[src/rtl/i2cm_pkg.sv]
package i2cm_pkg;
    localparam int DW = 8;
    localparam int AW = 5;

    localparam logic [AW-1:0] OFS_DATA    = 5'd0;
    localparam logic [AW-1:0] OFS_ADDR_LO = 5'd4;
    localparam logic [AW-1:0] OFS_ADDR_HI = 5'd5;
    localparam logic [AW-1:0] OFS_CTRL    = 5'd6;
    localparam logic [AW-1:0] OFS_MODE    = 5'd7;
    localparam logic [AW-1:0] OFS_STAT    = 5'd8;
    localparam logic [AW-1:0] OFS_XSTAT   = 5'd9;
    localparam logic [AW-1:0] OFS_CLKDIV  = 5'd11;
    localparam logic [AW-1:0] OFS_IMASK   = 5'd12;
    localparam logic [AW-1:0] OFS_XCNT    = 5'd14;
    localparam logic [AW-1:0] OFS_XCTL    = 5'd15;
    localparam logic [AW-1:0] OFS_DIRECT  = 5'd16;

    localparam logic [DW-1:0] MODE_KEEP   = 8'h3D;
    localparam logic [DW-1:0] CTRL_KEEP   = 8'hFE;
    localparam logic [DW-1:0] XCNT_KEEP   = 8'h77;
    localparam logic [DW-1:0] XSTAT_W1C   = 8'h8F;
    localparam logic [DW-1:0] XSTAT_RST   = 8'h40;
    localparam logic [DW-1:0] EMPTY_READ  = 8'hFF;
    localparam logic [3:0]    DIRECT_RST  = 4'hF;

    localparam int MODE_FLUSH_BIT  = 6;
    localparam int MODE_IEN_BIT    = 2;
    localparam int STAT_IRQ_BIT    = 1;
    localparam int XSTAT_BUSY_BIT  = 4;
    localparam int CTRL_GO_BIT     = 0;
    localparam int SRST_BIT        = 0;

    typedef enum logic [1:0] {
        BUF_EMPTY   = 2'd0,
        BUF_PARTIAL = 2'd1,
        BUF_FULL    = 2'd2
    } buf_state_e;
endpackage

[src/rtl/i2cm_databuf.sv]
module i2cm_databuf
    import i2cm_pkg::*;
#(
    parameter int DEPTH = 4,
    parameter int WIDTH = 8
) (
    input  logic             clk,
    input  logic             rst_n,
    input  logic             flush,
    input  logic             push,
    input  logic             pop,
    input  logic [WIDTH-1:0] push_data,
    output logic [WIDTH-1:0] head,
    output logic             has_data,
    output logic             is_full
);
    localparam int CW = $clog2(DEPTH + 1);
    localparam logic [CW-1:0] LAST_FREE = CW'(DEPTH - 1);
    localparam logic [CW-1:0] FILL_MAX  = CW'(DEPTH);

    buf_state_e       state_q, state_d;
    logic [CW-1:0]    fill_q, fill_d;
    logic [WIDTH-1:0] slot_q  [DEPTH];
    logic [WIDTH-1:0] slot_nx [DEPTH];
    logic             do_pop, do_push;

    // pop takes the cycle over push, flush overrides both
    always_comb begin
        do_pop  = pop && !flush && (state_q != BUF_EMPTY);
        do_push = push && !pop && !flush && (state_q != BUF_FULL);
    end

    always_comb begin
        state_d = state_q;
        unique case (state_q)
            BUF_EMPTY: begin
                if (do_push) state_d = (DEPTH == 1) ? BUF_FULL : BUF_PARTIAL;
            end
            BUF_PARTIAL: begin
                if (do_push && fill_q == LAST_FREE) state_d = BUF_FULL;
                else if (do_pop && fill_q == CW'(1)) state_d = BUF_EMPTY;
            end
            BUF_FULL: begin
                if (do_pop) state_d = (DEPTH == 1) ? BUF_EMPTY : BUF_PARTIAL;
            end
            default: state_d = BUF_EMPTY;
        endcase
        if (flush) state_d = BUF_EMPTY;
    end

    always_comb begin
        if (flush)        fill_d = '0;
        else if (do_push) fill_d = fill_q + CW'(1);
        else if (do_pop)  fill_d = fill_q - CW'(1);
        else              fill_d = fill_q;
    end

    for (genvar i = 0; i < DEPTH; i++) begin : g_slot
        logic [WIDTH-1:0] above;
        if (i == DEPTH - 1) begin : g_top
            assign above = '0;
        end else begin : g_mid
            assign above = slot_q[i+1];
        end
        assign slot_nx[i] = flush                                 ? '0        :
                            do_pop                                ? above     :
                            (do_push && fill_q == CW'(i))         ? push_data :
                                                                    slot_q[i];
    end

    always_ff @(posedge clk or negedge rst_n) begin
        if (!rst_n) begin
            state_q <= BUF_EMPTY;
            fill_q  <= '0;
            for (int i = 0; i < DEPTH; i++) slot_q[i] <= '0;
        end else begin
            state_q <= state_d;
            fill_q  <= fill_d;
            for (int i = 0; i < DEPTH; i++) slot_q[i] <= slot_nx[i];
        end
    end

    always_comb begin
        head     = slot_q[0];
        has_data = (state_q != BUF_EMPTY);
        is_full  = (state_q == BUF_FULL);
    end

    assert_flags_track_fill_R1: assert property (@(posedge clk) disable iff (!rst_n)
        (has_data == (fill_q != '0)) && (is_full == (fill_q == FILL_MAX)));

    assert_full_write_ignored_R2: assert property (@(posedge clk) disable iff (!rst_n)
        (is_full && push && !pop && !flush) |=> (is_full && $stable(head)));

    assert_empty_pop_ignored_R3: assert property (@(posedge clk) disable iff (!rst_n)
        (!has_data && pop && !flush) |=> !has_data);

    assert_flush_clears_R5: assert property (@(posedge clk) disable iff (!rst_n)
        flush |=> (!has_data && head == '0));
endmodule

[src/rtl/i2cm_ctlregs.sv]
module i2cm_ctlregs
    import i2cm_pkg::*;
(
    input  logic          clk,
    input  logic          rst_n,
    input  logic          wr,
    input  logic [AW-1:0] addr,
    input  logic [DW-1:0] wdata,
    input  logic          seq_irq,
    input  logic          seq_err,
    output logic          soft_rst,
    output logic          xfer_go,
    output logic          irq,
    output logic          stat_err,
    output logic          stat_irq,
    output logic [DW-1:0] ctrl,
    output logic [DW-1:0] mode,
    output logic [DW-1:0] addr_lo,
    output logic [DW-1:0] addr_hi,
    output logic [DW-1:0] clkdiv,
    output logic [DW-1:0] imask,
    output logic [DW-1:0] xcnt,
    output logic [DW-1:0] xstat,
    output logic [3:0]    direct
);
    logic go_req, stat_clr, irq_set, ien;

    always_comb begin
        soft_rst = wr && addr == OFS_XCTL && wdata[SRST_BIT];
        go_req   = wr && addr == OFS_CTRL && wdata[CTRL_GO_BIT];
        stat_clr = wr && addr == OFS_STAT && wdata[STAT_IRQ_BIT];
        ien      = mode[MODE_IEN_BIT];
        irq_set  = seq_irq && ien;
    end

    always_ff @(posedge clk or negedge rst_n) begin
        if (!rst_n) begin
            addr_lo  <= '0;
            addr_hi  <= '0;
            ctrl     <= '0;
            mode     <= '0;
            clkdiv   <= '0;
            imask    <= '0;
            xcnt     <= '0;
            xstat    <= XSTAT_RST;
            direct   <= DIRECT_RST;
            stat_err <= 1'b0;
            stat_irq <= 1'b0;
            irq      <= 1'b0;
            xfer_go  <= 1'b0;
        end else if (soft_rst) begin
            ctrl     <= '0;
            mode     <= '0;
            clkdiv   <= '0;
            imask    <= '0;
            xcnt     <= '0;
            xstat    <= XSTAT_RST;
            direct   <= DIRECT_RST;
            stat_err <= 1'b0;
            stat_irq <= 1'b0;
            irq      <= 1'b0;
            xfer_go  <= 1'b0;
        end else begin
            xfer_go <= go_req;
            if (wr) begin
                unique case (addr)
                    OFS_ADDR_LO: addr_lo <= wdata;
                    OFS_ADDR_HI: addr_hi <= wdata;
                    OFS_CTRL:    ctrl    <= wdata & CTRL_KEEP;
                    OFS_MODE:    mode    <= wdata & MODE_KEEP;
                    OFS_CLKDIV:  clkdiv  <= wdata;
                    OFS_IMASK:   imask   <= wdata;
                    OFS_XCNT:    xcnt    <= wdata & XCNT_KEEP;
                    OFS_DIRECT:  direct  <= wdata[3:0];
                    default: ;
                endcase
            end
            if (seq_err)     stat_err <= 1'b1;
            else if (go_req) stat_err <= 1'b0;
            if (irq_set) begin
                stat_irq <= 1'b1;
                irq      <= 1'b1;
            end else if (stat_clr) begin
                stat_irq <= 1'b0;
                if (ien) irq <= 1'b0;
            end
            xstat <= ((wr && addr == OFS_XSTAT) ? (xstat & ~(wdata & XSTAT_W1C)) : xstat)
                     | DW'(seq_err);
        end
    end

    assert_irq_raise_R6: assert property (@(posedge clk) disable iff (!rst_n)
        (seq_irq && mode[MODE_IEN_BIT] && !soft_rst) |=> (irq && stat_irq));

    assert_irq_clear_R6: assert property (@(posedge clk) disable iff (!rst_n)
        (stat_clr && mode[MODE_IEN_BIT] && !seq_irq) |=> !irq);

    assert_soft_reset_R7: assert property (@(posedge clk) disable iff (!rst_n)
        soft_rst |=> (xstat == XSTAT_RST && mode == '0 && ctrl == '0 && direct == DIRECT_RST
                      && $stable(addr_lo) && $stable(addr_hi)));

    assert_abort_flags_R8: assert property (@(posedge clk) disable iff (!rst_n)
        (seq_err && !soft_rst) |=> (stat_err && xstat[0]));

    assert_go_pulse_R11: assert property (@(posedge clk) disable iff (!rst_n)
        xfer_go |-> $past(wr && addr == OFS_CTRL));
endmodule

[src/rtl/i2cm_regfile.sv]
module i2cm_regfile
    import i2cm_pkg::*;
#(
    parameter int BUF_DEPTH = 4
) (
    input  logic          clk,
    input  logic          rst_n,
    input  logic          reg_wr,
    input  logic          reg_rd,
    input  logic [AW-1:0] reg_addr,
    input  logic [DW-1:0] reg_wdata,
    output logic [DW-1:0] reg_rdata,
    output logic          reg_rvalid,
    input  logic          seq_pop,
    input  logic          seq_push,
    input  logic [DW-1:0] seq_pdata,
    output logic [DW-1:0] seq_head,
    output logic          buf_has,
    output logic          buf_full,
    input  logic          seq_irq,
    input  logic          seq_err,
    input  logic          bus_busy,
    output logic [DW-1:0] ctrl_q,
    output logic [DW-1:0] mode_q,
    output logic [DW-1:0] addr_lo,
    output logic [DW-1:0] addr_hi,
    output logic          xfer_go,
    output logic          irq
);
    logic          soft_rst, stat_err, stat_irq;
    logic          wr_data, rd_data, mode_flush;
    logic          q_flush, q_push, q_pop;
    logic [DW-1:0] q_pdata;
    logic [DW-1:0] clkdiv, imask, xcnt, xstat;
    logic [3:0]    direct;
    logic [DW-1:0] rd_mux;

    always_comb begin
        wr_data    = reg_wr && reg_addr == OFS_DATA;
        rd_data    = reg_rd && reg_addr == OFS_DATA;
        mode_flush = reg_wr && reg_addr == OFS_MODE && reg_wdata[MODE_FLUSH_BIT];
        q_flush    = soft_rst || mode_flush;
        q_pop      = rd_data || seq_pop;
        q_push     = wr_data || seq_push;
        q_pdata    = wr_data ? reg_wdata : seq_pdata;
    end

    i2cm_databuf #(.DEPTH(BUF_DEPTH), .WIDTH(DW)) u_buf (
        .clk       (clk),
        .rst_n     (rst_n),
        .flush     (q_flush),
        .push      (q_push),
        .pop       (q_pop),
        .push_data (q_pdata),
        .head      (seq_head),
        .has_data  (buf_has),
        .is_full   (buf_full)
    );

    i2cm_ctlregs u_regs (
        .clk      (clk),
        .rst_n    (rst_n),
        .wr       (reg_wr),
        .addr     (reg_addr),
        .wdata    (reg_wdata),
        .seq_irq  (seq_irq),
        .seq_err  (seq_err),
        .soft_rst (soft_rst),
        .xfer_go  (xfer_go),
        .irq      (irq),
        .stat_err (stat_err),
        .stat_irq (stat_irq),
        .ctrl     (ctrl_q),
        .mode     (mode_q),
        .addr_lo  (addr_lo),
        .addr_hi  (addr_hi),
        .clkdiv   (clkdiv),
        .imask    (imask),
        .xcnt     (xcnt),
        .xstat    (xstat),
        .direct   (direct)
    );

    always_comb begin
        unique case (reg_addr)
            OFS_DATA:    rd_mux = buf_has ? seq_head : EMPTY_READ;
            OFS_ADDR_LO: rd_mux = addr_lo;
            OFS_ADDR_HI: rd_mux = addr_hi;
            OFS_CTRL:    rd_mux = ctrl_q;
            OFS_MODE:    rd_mux = mode_q;
            OFS_STAT:    rd_mux = {2'b00, buf_has, buf_full, 1'b0, stat_err, stat_irq, 1'b0};
            OFS_XSTAT:   rd_mux = xstat | (DW'(bus_busy) << XSTAT_BUSY_BIT);
            OFS_CLKDIV:  rd_mux = clkdiv;
            OFS_IMASK:   rd_mux = imask;
            OFS_XCNT:    rd_mux = xcnt;
            OFS_DIRECT:  rd_mux = {4'b0000, direct};
            default:     rd_mux = '0;
        endcase
    end

    always_ff @(posedge clk or negedge rst_n) begin
        if (!rst_n) begin
            reg_rdata  <= '0;
            reg_rvalid <= 1'b0;
        end else begin
            reg_rvalid <= reg_rd;
            if (reg_rd) reg_rdata <= rd_mux;
        end
    end

    assert_read_latency_R9: assert property (@(posedge clk) disable iff (!rst_n)
        reg_rd |=> reg_rvalid);

    assert_empty_read_ff_R3: assert property (@(posedge clk) disable iff (!rst_n)
        (rd_data && !buf_has) |=> (reg_rdata == EMPTY_READ));

    assert_other_read_keeps_R9: assert property (@(posedge clk) disable iff (!rst_n)
        (reg_rd && reg_addr != OFS_DATA && !reg_wr && !seq_pop && !seq_push) |=> $stable(seq_head));
endmodule

[config.mk]
export PLATFORM = sky130hd
export DESIGN_NAME = i2cm_regfile
export DESIGN_NICKNAME = d
export VERILOG_FILES = /design/src/rtl/i2cm_pkg.sv /design/src/rtl/i2cm_databuf.sv /design/src/rtl/i2cm_ctlregs.sv /design/src/rtl/i2cm_regfile.sv
export SDC_FILE = /design/constraint.sdc
export NUM_CORES = 1
export LEC_CHECK = 0
export BUFFER_PORTS_ARGS = -buffer_cell sky130_fd_sc_hd__buf_2
export CORE_MARGIN = 2
export CORE_UTILIZATION = 55
export CTS_BUF_LIST = sky130_fd_sc_hd__clkbuf_16
export DETAILED_ROUTE_END_ITERATION = 12
export PLACE_DENSITY = 0.78
export SYNTH_ARGS = -nofsm -noshare
export SYNTH_HDL_FRONTEND = slang
export SYNTH_SLANG_ARGS = --single-unit
[constraint.sdc]
create_clock -name clk -period 2.7 [get_ports clk]
set_clock_uncertainty 0.2 [all_clocks]
set_input_delay 0.27 -clock clk [delete_from_list [all_inputs] [get_ports clk]]
set_output_delay 0.27 -clock clk [all_outputs]
set_load 0.02 [all_outputs]
=== Word level (Yosys, flattened, before mapping) ===
Index checks and enable logic that the tools add are counted.

* Register bits: 118
* Input port bits: 30
* Logic and storage cells: 159

* Add/subtract/negate cells: 2
* Equality and inequality tests: 20
* Mux-type cells: 55
* Bitwise logic cells: 5
* Reductions and logical operators: 56

{| class="wikitable"
|+ Operators with widths
! cell !! count
|-
| two-way mux 8 bit || 31
|-
| case mux 8 bit (11 select lines) || 1
|-
| == test 5 x 4 -> 1 bit, second input constant || 6
|-
| nonzero test 3 bit || 8
|-
| logical AND 1 bit || 22
|-
| == test 5 x 3 -> 1 bit, second input constant || 4
|-
| nonzero test 2 bit || 8
|-
| AND reduction 2 bit || 7
|-
| two-way mux 4 bit || 3
|-
| two-way mux 1 bit || 11
|-
| two-way mux 2 bit || 5
|-
| two-way mux 3 bit || 3
|-
| AND reduction 3 bit || 3
|-
| bitwise AND 8 bit || 1
|-
| inverter 8 bit || 1
|-
| OR 8 x 1 -> 8 bit || 1
|-
| OR 8 x 5 -> 8 bit || 1
|-
| == test 3 x 2 -> 1 bit, second input constant || 2
|-
| inequality test 3 x 1 -> 1 bit, second input constant || 2
|-
| case mux 2 bit (3 select lines) || 1
|-
| == test 5 bit, second input constant || 1
|-
| logical NOT 5 bit || 1
|-
| inequality test 4 x 1 -> 1 bit, second input constant || 1
|-
| adder 3 x 1 -> 3 bit, second input constant || 1
|-
| other kinds (10) || 13
|}

=== Depth between registers and ports, before layout ===
Gate-level depths: netlist of run 1.

* Word-level depth: 12
* Depth in mapped cells: 8
* Mapped depth without buffers: 6

=== By module ===
Synthesis of run 1 repeated with hierarchy kept, for this count alone.

* Cell total of the unflattened synthesis: 612
* Area total of the unflattened synthesis: 6266.0 um2

{| class="wikitable"
|+ By module, submodules not included
! module !! times used !! cells each !! area an instance (um2) !! sequential area each (um2)
|-
| i2cm_ctlregs || 1 || 248 || 2891.5 || 1607.8
|-
| i2cm_databuf || 1 || 222 || 2153.3 || 925.9
|-
| i2cm_regfile || 1 || 142 || 1221.2 || 225.2
|}

=== Worst setup path before layout of run 1 ===
Ideal clock, no wire load.

* Kind: register -> register
* Start point: register u_buf.state_q[1]
* End point: register u_buf.slot_q (netlist bit u_buf.g_slot[1].above[0])
* Setup time: 125 ps
* Arrival: 1849 ps
* Slack: 526 ps
* Cell stages (with the launch flop): 7
* Buffers on the path: 1
* Path through: dfrtp_1 nor2b_1 or3_1 nor3_2 a21o_1 buf_6 mux2_4

* Word-level cells in the longest chain between the ends: 4
* Elaborated cells on any way between the ends: 8
* Classes of those cells: 1 x eq/ne; 2 x mux; 5 x reduce/logical

{| class="wikitable"
|+ RTL lines
! what !! RTL line !! source
|-
| from (decl) || i2cm_databuf.sv:21 || <nowiki>buf_state_e state_q, state_d;</nowiki>
|-
| from (signal assigned) || i2cm_databuf.sv:77 || <nowiki>state_q <= state_d;</nowiki>
|-
| inequality test 2 bit or nonzero test 2 bit (tied branches) || i2cm_databuf.sv:30, i2cm_databuf.sv:29 ||
|-
| logical AND 1 bit, on equally long branches || i2cm_databuf.sv:30, i2cm_databuf.sv:29 ||
|-
| logical AND 1 bit or two-way mux 8 bit (tied branches) || i2cm_databuf.sv:67, i2cm_databuf.sv:66 ||
|-
| nonzero test 3 bit (no line) or two-way mux 8 bit (tied branches) || - ||
|-
| to (decl) || i2cm_databuf.sv:23 || <nowiki>logic [WIDTH-1:0] slot_q [DEPTH];</nowiki>
|}

Parallel ways exist; a longest one is shown, timed or not.
A chain may end at the register's enable or synchronous reset.

=== Worst setup path after layout of run 1 ===
* Start point: input reg_rd
* End point: register u_buf.slot_q (netlist bit u_buf.head[1])

* Word-level cells in the longest chain between the ends: 8
* Elaborated cells on any way between the ends: 12
* Classes of those cells: 2 x mux; 10 x reduce/logical

{| class="wikitable"
|+ RTL lines
! what !! RTL line !! source
|-
| from (decl) || i2cm_regfile.sv:9 || <nowiki>input logic reg_rd,</nowiki>
|-
| logical AND 1 bit (*) || i2cm_regfile.sv:40 || <nowiki>rd_data = reg_rd && reg_addr == OFS_DATA;</nowiki>
|-
| logical OR 1 bit (*) || i2cm_regfile.sv:43 || <nowiki>q_pop = rd_data || seq_pop;</nowiki>
|-
| logical NOT 1 bit || i2cm_databuf.sv:30 || <nowiki>do_push = push && !pop && !flush && (state_q != BUF_FULL);</nowiki>
|-
| logical AND 1 bit (3 in series) || i2cm_databuf.sv:30 ||
|-
| logical AND 1 bit || i2cm_databuf.sv:67 || <nowiki>(do_push && fill_q == CW'(i)) ? push_data :</nowiki>
|-
| nonzero test 3 bit (no line) || - ||
|}

Every way passes the cells marked *; elsewhere a longest branch is shown, timed or not.

==> results of run 1 <==
## registers in the layout, summed over array words and instances, names as in the netlist
signal,count
u_buf.head,8
u_regs.xfer_go,1
u_regs.addr_hi,8
u_regs.xcnt,6
u_regs.mode,5
u_regs.irq,1
u_regs.direct,4
u_regs.clkdiv,8
u_regs.xstat,6
u_regs.stat_err,1
u_regs.addr_lo,8
u_regs.imask,8
reg_rdata,8
u_regs.stat_irq,1
u_regs.ctrl,7
u_buf.state_q,2
u_buf.g_slot.above,24
reg_rvalid,1
u_buf.fill_q,3
## layout make-up
cell class	count	area (µm²)	share of cell area
Multi-Input combinational cell	399	2720	0.412
Clock buffer	9	225	0.0341
Timing Repair Buffer	103	601	0.0909
Tap cell	136	170	0.0258
Clock inverter	7	67.6	0.0102
Sequential cell	110	2760	0.418
Inverter	17	63.8	0.00966
## worst paths after layout
path | start | to | slack (ps) | cells past startpoint
worst max-delay path | reg_rd | u_buf.head[1] | 230 | 8
worst min-delay path | seq_err | u_regs.xstat[0] | 10 | 3
worst max register to register | u_buf.state_q[0] | u_buf.g_slot[0].above[0] | 260 | 6
worst min register to register | u_regs.xcnt[5] | u_regs.xcnt[5] | 290 | 2
max in group asynchronous | rst_n | u_regs.direct[2] | 1300 | 3
min in group asynchronous | rst_n | u_regs.addr_hi[4] | 230 | 2
## cell usage in the layout, fill, tap and decap left out, types with 6 or more instances in the layout
master     Yosys  routed
a211oi_1       6       6
a21oi_1       19      19
a22oi_1       15      15
and3_1        15      15
buf_2          9      77
buf_4          5      22
clkbuf_16      0       9
dfrtp_1      105     105
ha_1           6       6
inv_1         17      19
mux2_2        25      25
mux2_4        16      16
mux2i_1       25      25
nand2_1       60      60
nand2b_1       9       9
nor2_1        46      46
nor3_1         6       6
o21ai_0       62      62
## worst min-delay path, stage by stage
cell     delay, ps
buf_2          130
nor2_1          80
a21oi_1         40
## synth_stat cells, types with 2 or more instances
library cell / instances
dfrtp_1: 105
o21ai_0: 62
nand2_1: 60
nor2_1: 46
mux2_2: 25
mux2i_1: 25
a21oi_1: 19
inv_1: 17
mux2_4: 16
a22oi_1: 15
and3_1: 15
clkbuf_1: 14
buf_2: 9
nand2b_1: 9
a211oi_1: 6
buf_6: 6
ha_1: 6
nor3_1: 6
a31oi_1: 5
a41o_1: 5
buf_4: 5
dfstp_2: 5
nand3_1: 5
nand3b_1: 4
nor2_2: 4
o21ai_1: 4
o22a_1: 4
a221oi_1: 3
a22o_1: 3
and2_1: 3
nor2b_1: 3
a211oi_2: 2
a21o_1: 2
buf_1: 2
nand3_2: 2
nor3_2: 2
nor4_4: 2
o21a_1: 2
o22ai_1: 2
or3_1: 2
or3b_1: 2
## layer usage
layer,up-vias,share of wire,track usage
met1,2440,0.43,0.432
met2,270,0.44,0.432
li1,2157,-,-
met3,54,0.084,0.0521
met5,-,0,0
met4,0,0.038,0.125
## stage by stage
stage	power, W	utilization	hold WS, ps
global placement	0.00411	0.614	81.9
floorplan	0.00362	-	-226
finish	0.00555	0.646	9.77
detailed placement	0.00421	0.614	78.2
global route	0.00583	0.646	19.9
CTS	0.00555	0.646	3.74
## cells by family after synthesis
logic type | Yosys count | share of synthesized area
flops | 110 | 0.480
simple gates | 174 | 0.156
compound gates | 148 | 0.166
xor+xnor | 1 | 0.00153
fa+ha+maj | 6 | 0.0131
other cells | 1 | 0.000653
buf+inv | 53 | 0.0477
mux | 66 | 0.134
## power groups by stage
stage          Clock [W]  Sequential [W]  Combinational (W)
2_1_floorplan          0         0.00252            0.00110
3_3_place_gp           0         0.00241            0.00169
3_5_place_dp           0         0.00243            0.00178
4_1_cts          0.00134         0.00241            0.00179
5_1_grt          0.00140         0.00247            0.00196
6_report         0.00133         0.00242            0.00180
## repair_timing
item / in CTS / in global routing
endpoints found under the setup margin: 0 / 0
hold buffers: 3 / 0
hold endpoints to repair: 40 / 0
==> summary.txt, run 1 <==
Result of the run: complete, no violations
Final wirelength: 16.1 mm
Tightest Pin Transition: 1210 ps
Clk sinks: 110
Violation count after the first detailed-route iteration: 422
Max IR drop VDD: 0.382 mV
Placer Congestion: 0.965
Largest net degree at the start of global routing: 72
Worst slew margin: 0.187
Cell taking the most area after synthesis: dfrtp_1
Total global-route track usage: 0.295
Fin crit period: 2470 ps
Final antenna diode count: 0
Max Fanout on Critical Path: 10
Die height: 106 µm
First-pass GRT wire length: 25.5 mm
Warnings, synthesis: 0
Synthesis-stage register bit count: 110
Clk buf depth: 2
IO Port Bufs: 78
Pre-CTS WS: 217 ps
Required @ worst endpoint: 2740 ps
Startpoint Class: primary input
Io pins: 83
Area delta synth->final: 15.1%
Final non-filler cell total: 781
Worst Slack Setup Final: 230 ps
Top post-synthesis cells by area: dfrtp_1 (46%), o21ai_0 (5.4%), mux2_2 (4.9%)
Share of layout cells above drive strength 1: 0.279
Final ANT Viol Nets: 0
Logic pwr share: 0.324
Vias per cell: 6.30
Synth Flop Type: dfrtp_1
H-tree levels: 3
Crit path kind: in -> reg
Crit path cell chain: dlygate4sd3_1 -> buf_2 -> nor2b_1 -> and2_1 -> nor3_2 -> a21o_1 -> buf_4 -> mux2_4
Std cell rows: 37
Initial antenna violation count: 0
PwrDens: 839 mW/mm²
WL per Instance: 20.6 µm
Fin. Hold Viols: 0
Root Buffer: clkbuf_16
Final setup vio count: 0
Remaining DRCs: 0
1st-pass router iterations: 5
Worst-path clk slew: 70 ps
Fin crit share: 0.915
Total die area: 0.0113 mm²
Ys async rst share: 1.00
Post-synth cell types: 66
Post-cts resize count: 0
Slowest stage delay, CP: 530 ps
Seq pwr share: 0.436
Total congestion overflow: 0
CTS tree: built
Syn Inst Count: 559
Placed inst area: 0.00628 mm²
DR vias: 4921
Final instance area: 0.00661 mm²
Postcts setup bufs: 0
Clock Latency Late Sink: 350 ps
Internal power: 0.00362 W
Fill cells: 808
Area of the mapped netlist: 0.00574 mm²
TritonCTS buffer count: 9
Final net count: 676
CP top delay family: buffers and inverters
Register area share after synthesis: 0.480
Number of synthesized flops with an enable pin: 0
Fmax: 0.405 GHz
Max stage delay cell, worst path: dlygate4sd3_1
Top-area cell type share of the netlist area: 0.458
Final Max Slew Viols: 0
Cell count after placement: 762
CP endpoint kind: flop
Maxcap violations: 0
Die W: 106 µm
Sw Pwr: 0.00193 W
DP HPWL: 11.3 mm
Clock power frac: 0.240
Initial Utilization: 0.561
Vias in the first global route: 4771
Leak Pwr: 3.19 nW
WP buf/inv: 3
Setup tns final: 0 ps
Worst hold path class: in -> reg
Core Box Area: 0.0102 mm²
RSZ-0062 raised after global routing: false
Net Sw Frac: 0.348
Syn avg cell area: 10.3 µm²
Arrival time worst endpoint: 2510 ps
Power figures use the tool's default switching activity.
==> inputs of run 2 (changes only) <==
Settings changed: SYNTH_HIERARCHICAL set to 1.
==> summary.txt, run 2 <==
Result of the run: complete, no violations
Share of layout cells above drive strength 1: 0.240 (-0.0392)
Synth Flop Type: dfrtp_1
Synth Area in Compound Gates: 0.218 (+0.0520)
Register area share after synthesis: 0.440 (-0.0402)
Die W: 111 µm (+4.3%)
Main combinational cell family by area after synthesis: compound AO/OA/AOI/OAI gates
Ys async rst share: 1.00 (unchanged)
Setup tns final: 0 ps (unchanged)
Max IR drop VDD: 0.623 mV (+63%)
Most common cell in the netlist: dfrtp_1
Worst-path clk slew: 70 ps (about the same)
Final antenna diode count: 0 (unchanged)
Post-cts resize count: 0 (unchanged)
Most frequent cells after synthesis: dfrtp_1 (105), clkbuf_1 (28), nor2_1 (27)
Clk buf depth: 2 (unchanged)
Total die area: 0.0123 mm² (+8.8%)
DP HPWL: 13.1 mm (+16%)
Top-area cell type share of the netlist area: 0.419 (-0.0383)
Max Fanout on Critical Path: 52 (+42)
Fin crit period: 2490 ps (+16.9 ps)
Synthesis-stage register bit count: 110 (unchanged)
RSZ-0062 raised after global routing: false
Maxcap violations: 0 (unchanged)
Remaining DRCs: 0 (unchanged)
Crit path kind: reg -> out
Final net count: 723 (+7.0%)
Mux cell area share after synthesis: 0.0673 (-0.0672)
Commonest non-fill, non-tap cells in the layout: dfrtp_1 (105), buf_2 (77), buf_4 (29)
Syn Inst Count: 612 (+9.5%)
Worst hold path class: in -> reg
Violation count after the first detailed-route iteration: 729 (+73%)
Initial Utilization: 0.571 (+0.00931)
CTS Hold Bufs: 4 (+1)
Total power: 0.00554 W (-0.19%)
Clk sinks: 110 (unchanged)
Area of the mapped netlist: 0.00627 mm² (+9.1%)
PwrDens: 768 mW/mm² (-8.6%)
Clock Latency Late Sink: 370 ps (+20 ps)
TritonCTS buffer count: 9 (unchanged)
Placer Congestion: 0.968 (+0.31%)
Top Layer Used: met4
Arrival time worst endpoint: 2020 ps (-490 ps)
Met2 routed WL: 8.50 mm (+19%)
H-tree levels: 3 (unchanged)
1st-pass router iterations: 5 (unchanged)
DR vias: 5707 (+16%)
Std cell rows: 38 (+2.7%)
Wire length on met3: 2.09 mm (+54%)
Largest net degree at the start of global routing: 56 (-22%)
Syn avg cell area: 10.2 µm² (-0.32%)
Required @ worst endpoint: 2230 ps (-510 ps)
Root Buffer: clkbuf_16
First-pass GRT wire length: 30.4 mm (+19%)
Total congestion overflow: 0 (unchanged)
Startpoint Class: flop
Post-synth cell types: 78 (+18%)
Synth Area in Simple Gates: 0.197 (+0.0417)
Die height: 111 µm (+4.3%)
Total global-route track usage: 0.316 (+0.0213)
IO Port Bufs: 78 (unchanged)
Post-Synth Adder-Cell Area: 0.0120 (-0.00109)
CTS tree: built
Core Box Area: 0.0110 mm² (+7.3%)
CP endpoint kind: output port
Commonest non-fill, non-tap cell in the layout: dfrtp_1
Final wirelength: 19.3 mm (+20%)
Top post-synthesis cells by area: dfrtp_1 (42%), a22o_1 (3.1%), mux2_1 (2.9%)
Leak Pwr: 3.24 nW (+1.6%)
Initial antenna violation count: 0 (unchanged)
Warnings, synthesis: 6 (+6)
Xor-xnor portion of the synthesized cell area: 0.00140 (-0.000128)
Final setup vio count: 0 (unchanged)
Fmax: 0.402 GHz (-0.68%)
Vias in the first global route: 5559 (+17%)
Io pins: 83 (unchanged)
Cell taking the most area after synthesis: dfrtp_1
Fin. Hold Viols: 0 (unchanged)
WL per Instance: 23.1 µm (+13%)
Final Max Slew Viols: 0 (unchanged)
Worst slew margin: 0.478 (+0.292)
Fin crit share: 0.921 (+0.00624)
Postcts setup bufs: 0 (unchanged)
DRT met1 WL: 7.92 mm (+14%)
Tightest Pin Transition: 781 ps (-426 ps)
Number of synthesized flops with an enable pin: 0 (unchanged)
Final ANT Viol Nets: 0 (unchanged)
Area delta synth->final: 15.1% (about the same)
Vias per cell: 6.86 (+8.9%)
Max reg flops: 24 (unchanged)
==> run 2: power by group <==
part / internal (W) / switching (W) / total [W] / leakage, nW
Sequential: 0.00209 / 0.000333 / 0.00242 / 1.38
Clock: 0.000725 / 0.000641 / 0.00137 / 0.149
Combinational: 0.000729 / 0.00102 / 0.00175 / 1.71
==> run 2: cell families after synthesis <==
family                     Yosys count
AOI/OAI and AO/OA                  184
other                                1
adders and majority gates            6
DFF                                110
and+or+nand+nor                    188
buffers and inverters               85
xor gates and xnor gates             1
muxes                               37
==> run 2: layout make-up <==
class | count | area, µm²
Clock buffer | 9 | 225
Clock inverter | 7 | 72.6
Fill cell | 850 | 3770
Inverter | 28 | 105
Multi-Input combinational cell | 424 | 3150
Sequential cell | 110 | 2760
Tap cell | 140 | 175
Timing Repair Buffer | 114 | 723
==> run 2: per-layer routing <==
| layer | up-vias | global-route usage |
|---|---|---|
| met1 | 2793 | 0.441 |
| li1 | 2500 | - |
| met4 | 0 | 0.138 |
| met2 | 355 | 0.455 |
| met3 | 59 | 0.0979 |
| met5 | - | 0 |
==> run 2: through the flow <==
stage	cell area, µm²	utilization	worst slack (ps)	hold slack (ps)	std cells
finish	7210	0.657	213	102	832
floorplan	6290	-	145	-226	619
CTS	7210	0.657	246	76.5	832
global placement	6870	0.626	140	150	812
detailed placement	6870	0.626	9.12	160	812
global route	7210	0.657	107	105	832
==> run 2: path summary, 6_finish.rpt <==
path | depth (start not counted) | start | end | slack (ps)
hold reg to reg | 1 | reg_rdata[7] | reg_rdata[7] | 280
setup reg to reg | 6 | u_buf/fill_q[0] | u_buf/g_slot[1].above[3] | 360
hold / removal | 3 | reg_wdata[6] | u_regs/ctrl[6] | 100
setup / recovery | 3 | u_buf/state_q[0] | buf_full | 210
min in group asynchronous | 2 | rst_n | u_regs/imask[7] | 300
max in group asynchronous | 3 | rst_n | u_regs/xstat[6] | 1270
==> run 2: critical path, cell delays in order, from the launching register on <==
cell	delay [ps]
dfrtp_1	460
nand2b_1	270
inv_2	620
buf_2	290
==> inputs of run 3 (changes only) <==
Settings changed: CORE_ASPECT_RATIO set to 0.8, CORE_UTILIZATION 55 to 53.
Clock period 2.7 ns to 2 ns, I/O delays scaled along.
==> summary.txt, run 3 (synthesis results as in run 2) <==
RSZ-0062 raised after global routing: true
Placer Congestion: 0.948 (-2.1%)
Fin. Hold Viols: 0 (unchanged)
Internal power: 0.00506 W (+43%)
Final non-filler cell total: 917 (+10%)
Net Sw Frac: 0.372 (+0.0115)
Total congestion overflow: 0 (unchanged)
Initial antenna violation count: 1 (+1)
Total die area: 0.0127 mm² (+3.7%)
Fill cells: 824 (-3.1%)
Max reg flops: 24 (unchanged)
H-tree levels: 3 (unchanged)
Required @ worst endpoint: 2050 ps (-180 ps)
Fin crit share: 1.13
Maxcap violations: 0 (unchanged)
Max IR drop VDD: 0.550 mV (-12%)
DP HPWL: 14.7 mm (+13%)
CP endpoint kind: flop
WP buf/inv: 1 (-1)
Io pins: 83 (unchanged)
Startpoint Class: flop
CTS tree: built
DR vias: 6203 (+8.7%)
1st-pass router iterations: 6 (+1)
Clock Latency Late Sink: 360 ps (about the same)
Fmax: 0.441 GHz
Worst hold path class: in -> reg
Worst Slack Setup Final: -267 ps (-481 ps)
Final Max Slew Viols: 0 (unchanged)
Seq pwr share: 0.406 (-0.031)
Total global-route track usage: 0.330 (+0.0145)
TritonCTS buffer count: 9 (unchanged)
Total power: 0.00806 W (+46%)
Commonest non-fill, non-tap cells in the layout: dfrtp_1 (105), buf_4 (90), buf_2 (75)
Max Fanout on Critical Path: 7 (-87%)
Hold Path Cell Cnt: 2 (-1)
Worst-path clk slew: 80 ps (about the same)
Final ANT Viol Nets: 0 (unchanged)
Commonest non-fill, non-tap cell in the layout: dfrtp_1
Final setup vio count: 34 (+34)
Arrival time worst endpoint: 2320 ps (+300 ps)
Die height: 101 µm (-8.6%)
Max stage delay cell, worst path: or4b_1
Clock power frac: 0.210 (-0.037)
Leak Pwr: 3.68 nW (+13%)
Reg2Reg Depth: 5 (-1)
Clk sinks: 110 (unchanged)
Slowest stage delay, CP: 510 ps (-110 ps)
Result of the run: finished with violations
Share of layout cells above drive strength 1: 0.380 (+0.140)
Vias per cell: 6.76 (-1.4%)
IO Port Bufs: 78 (unchanged)
Logic pwr share: 0.384 (+0.068)
First-pass GRT wire length: 32.7 mm (+7.3%)
CP top delay family: simple AND/OR/NAND/NOR gates
Fin crit period: 2270 ps
Root Buffer: clkbuf_16
Crit path cell chain: buf_4 -> ha_4 -> or3b_4 -> or4b_1 -> a311oi_1
Final net count: 799 (+11%)
Crit path kind: reg -> reg
Violation count after the first detailed-route iteration: 687 (-5.8%)
Failing checks: negative setup slack
Pre-CTS WS: -601 ps (-610 ps)
Cell count after placement: 881 (+8.5%)
Clk buf depth: 2 (unchanged)
Worst path depth: 5 (+2)
PwrDens: 994 mW/mm² (+30%)
Sw Pwr: 0.00300 W (+50%)
Vias in the first global route: 5837 (+5.0%)
WL per Instance: 23.6 µm (+1.8%)
Core Box Area: 0.0115 mm² (+4.9%)
Largest net degree at the start of global routing: 56 (unchanged)
Std cell rows: 35 (-7.9%)
Area delta synth->final: 29.4%
Initial Utilization: 0.544 (-0.0265)
Final wirelength: 21.6 mm (+12%)
Die W: 126 µm (+13%)
Remaining DRCs: 0 (unchanged)
==> run 3: changes by cell type in the layout (fill, tap and decap cells not counted), sizes merged <==
cell | before | now
or3b | 6 | 7
clkinvlp | 0 | 2
buf | 110 | 183
clkinv | 4 | 3
diode | 0 | 1
dlygate4sd3 | 4 | 5
nand2 | 18 | 19
bufinv | 1 | 0
==> run 3: worst paths after layout <==
check                                                 to            start  slack [ps]
worst min register to register              reg_rdata[3]     reg_rdata[3]         280
worst min-delay path                    u_regs/clkdiv[6]     reg_wdata[6]          30
min in group asynchronous                u_regs/stat_irq            rst_n          90
worst max-delay path            u_buf/g_slot[0].above[7]  u_buf/fill_q[0]        -270
worst max register to register  u_buf/g_slot[0].above[7]  u_buf/fill_q[0]        -270
max in group asynchronous                u_regs/xstat[6]            rst_n         870
==> run 3: cell type report <==
| cell class | instances | area [µm²] | area share |
|---|---|---|---|
| Multi-Input combinational cell | 426 | 3430 | 0.422 |
| Sequential cell | 110 | 2760 | 0.340 |
| Timing Repair Buffer | 188 | 1350 | 0.167 |
| Clock buffer | 9 | 225 | 0.0278 |
| Tap cell | 148 | 185 | 0.0228 |
| Inverter | 28 | 120 | 0.0148 |
| Clock inverter | 7 | 41.3 | 0.00509 |
| Antenna cell | 1 | 2.50 | 0.000309 |
==> run 3: repair_timing <==
action,4_1_cts,5_1_grt
pin swaps,28,5
hold buffers,5,0
endpoints found under the setup margin,34,38
hold endpoints to repair,115,0
buffers inserted,7,5
resized for setup,31,43
cloned,2,0
==> run 3: routing by layer <==
layer	track usage	part of all wire
met1	0.474	0.41
met2	0.491	0.43
met3	0.0919	0.13
met4	0.104	0.025
met5	0	0
==> run 3: power by group through the flow <==
| stage | registers, W | clock network (W) | logic [W] |
|---|---|---|---|
| global route | 0.00333 | 0.00178 | 0.00329 |
| finish | 0.00328 | 0.00169 | 0.00310 |
| floorplan | 0.00339 | 0 | 0.00143 |
| CTS | 0.00325 | 0.00169 | 0.00277 |
| global placement | 0.00325 | 0 | 0.00251 |
| detailed placement | 0.00327 | 0 | 0.00263 |
==> run 3: per-stage QoR <==
step	setup TNS, ps	area, µm²	util	hold slack (ps)
detailed placement	-19610	7350	0.638	-76.3
global route	-4910	8110	0.704	26.3
global placement	-16100	7350	0.638	-81.6
CTS	-2660	7860	0.683	6.99
floorplan	-11390	6360	-	-296
finish	-3470	8110	0.704	32.8
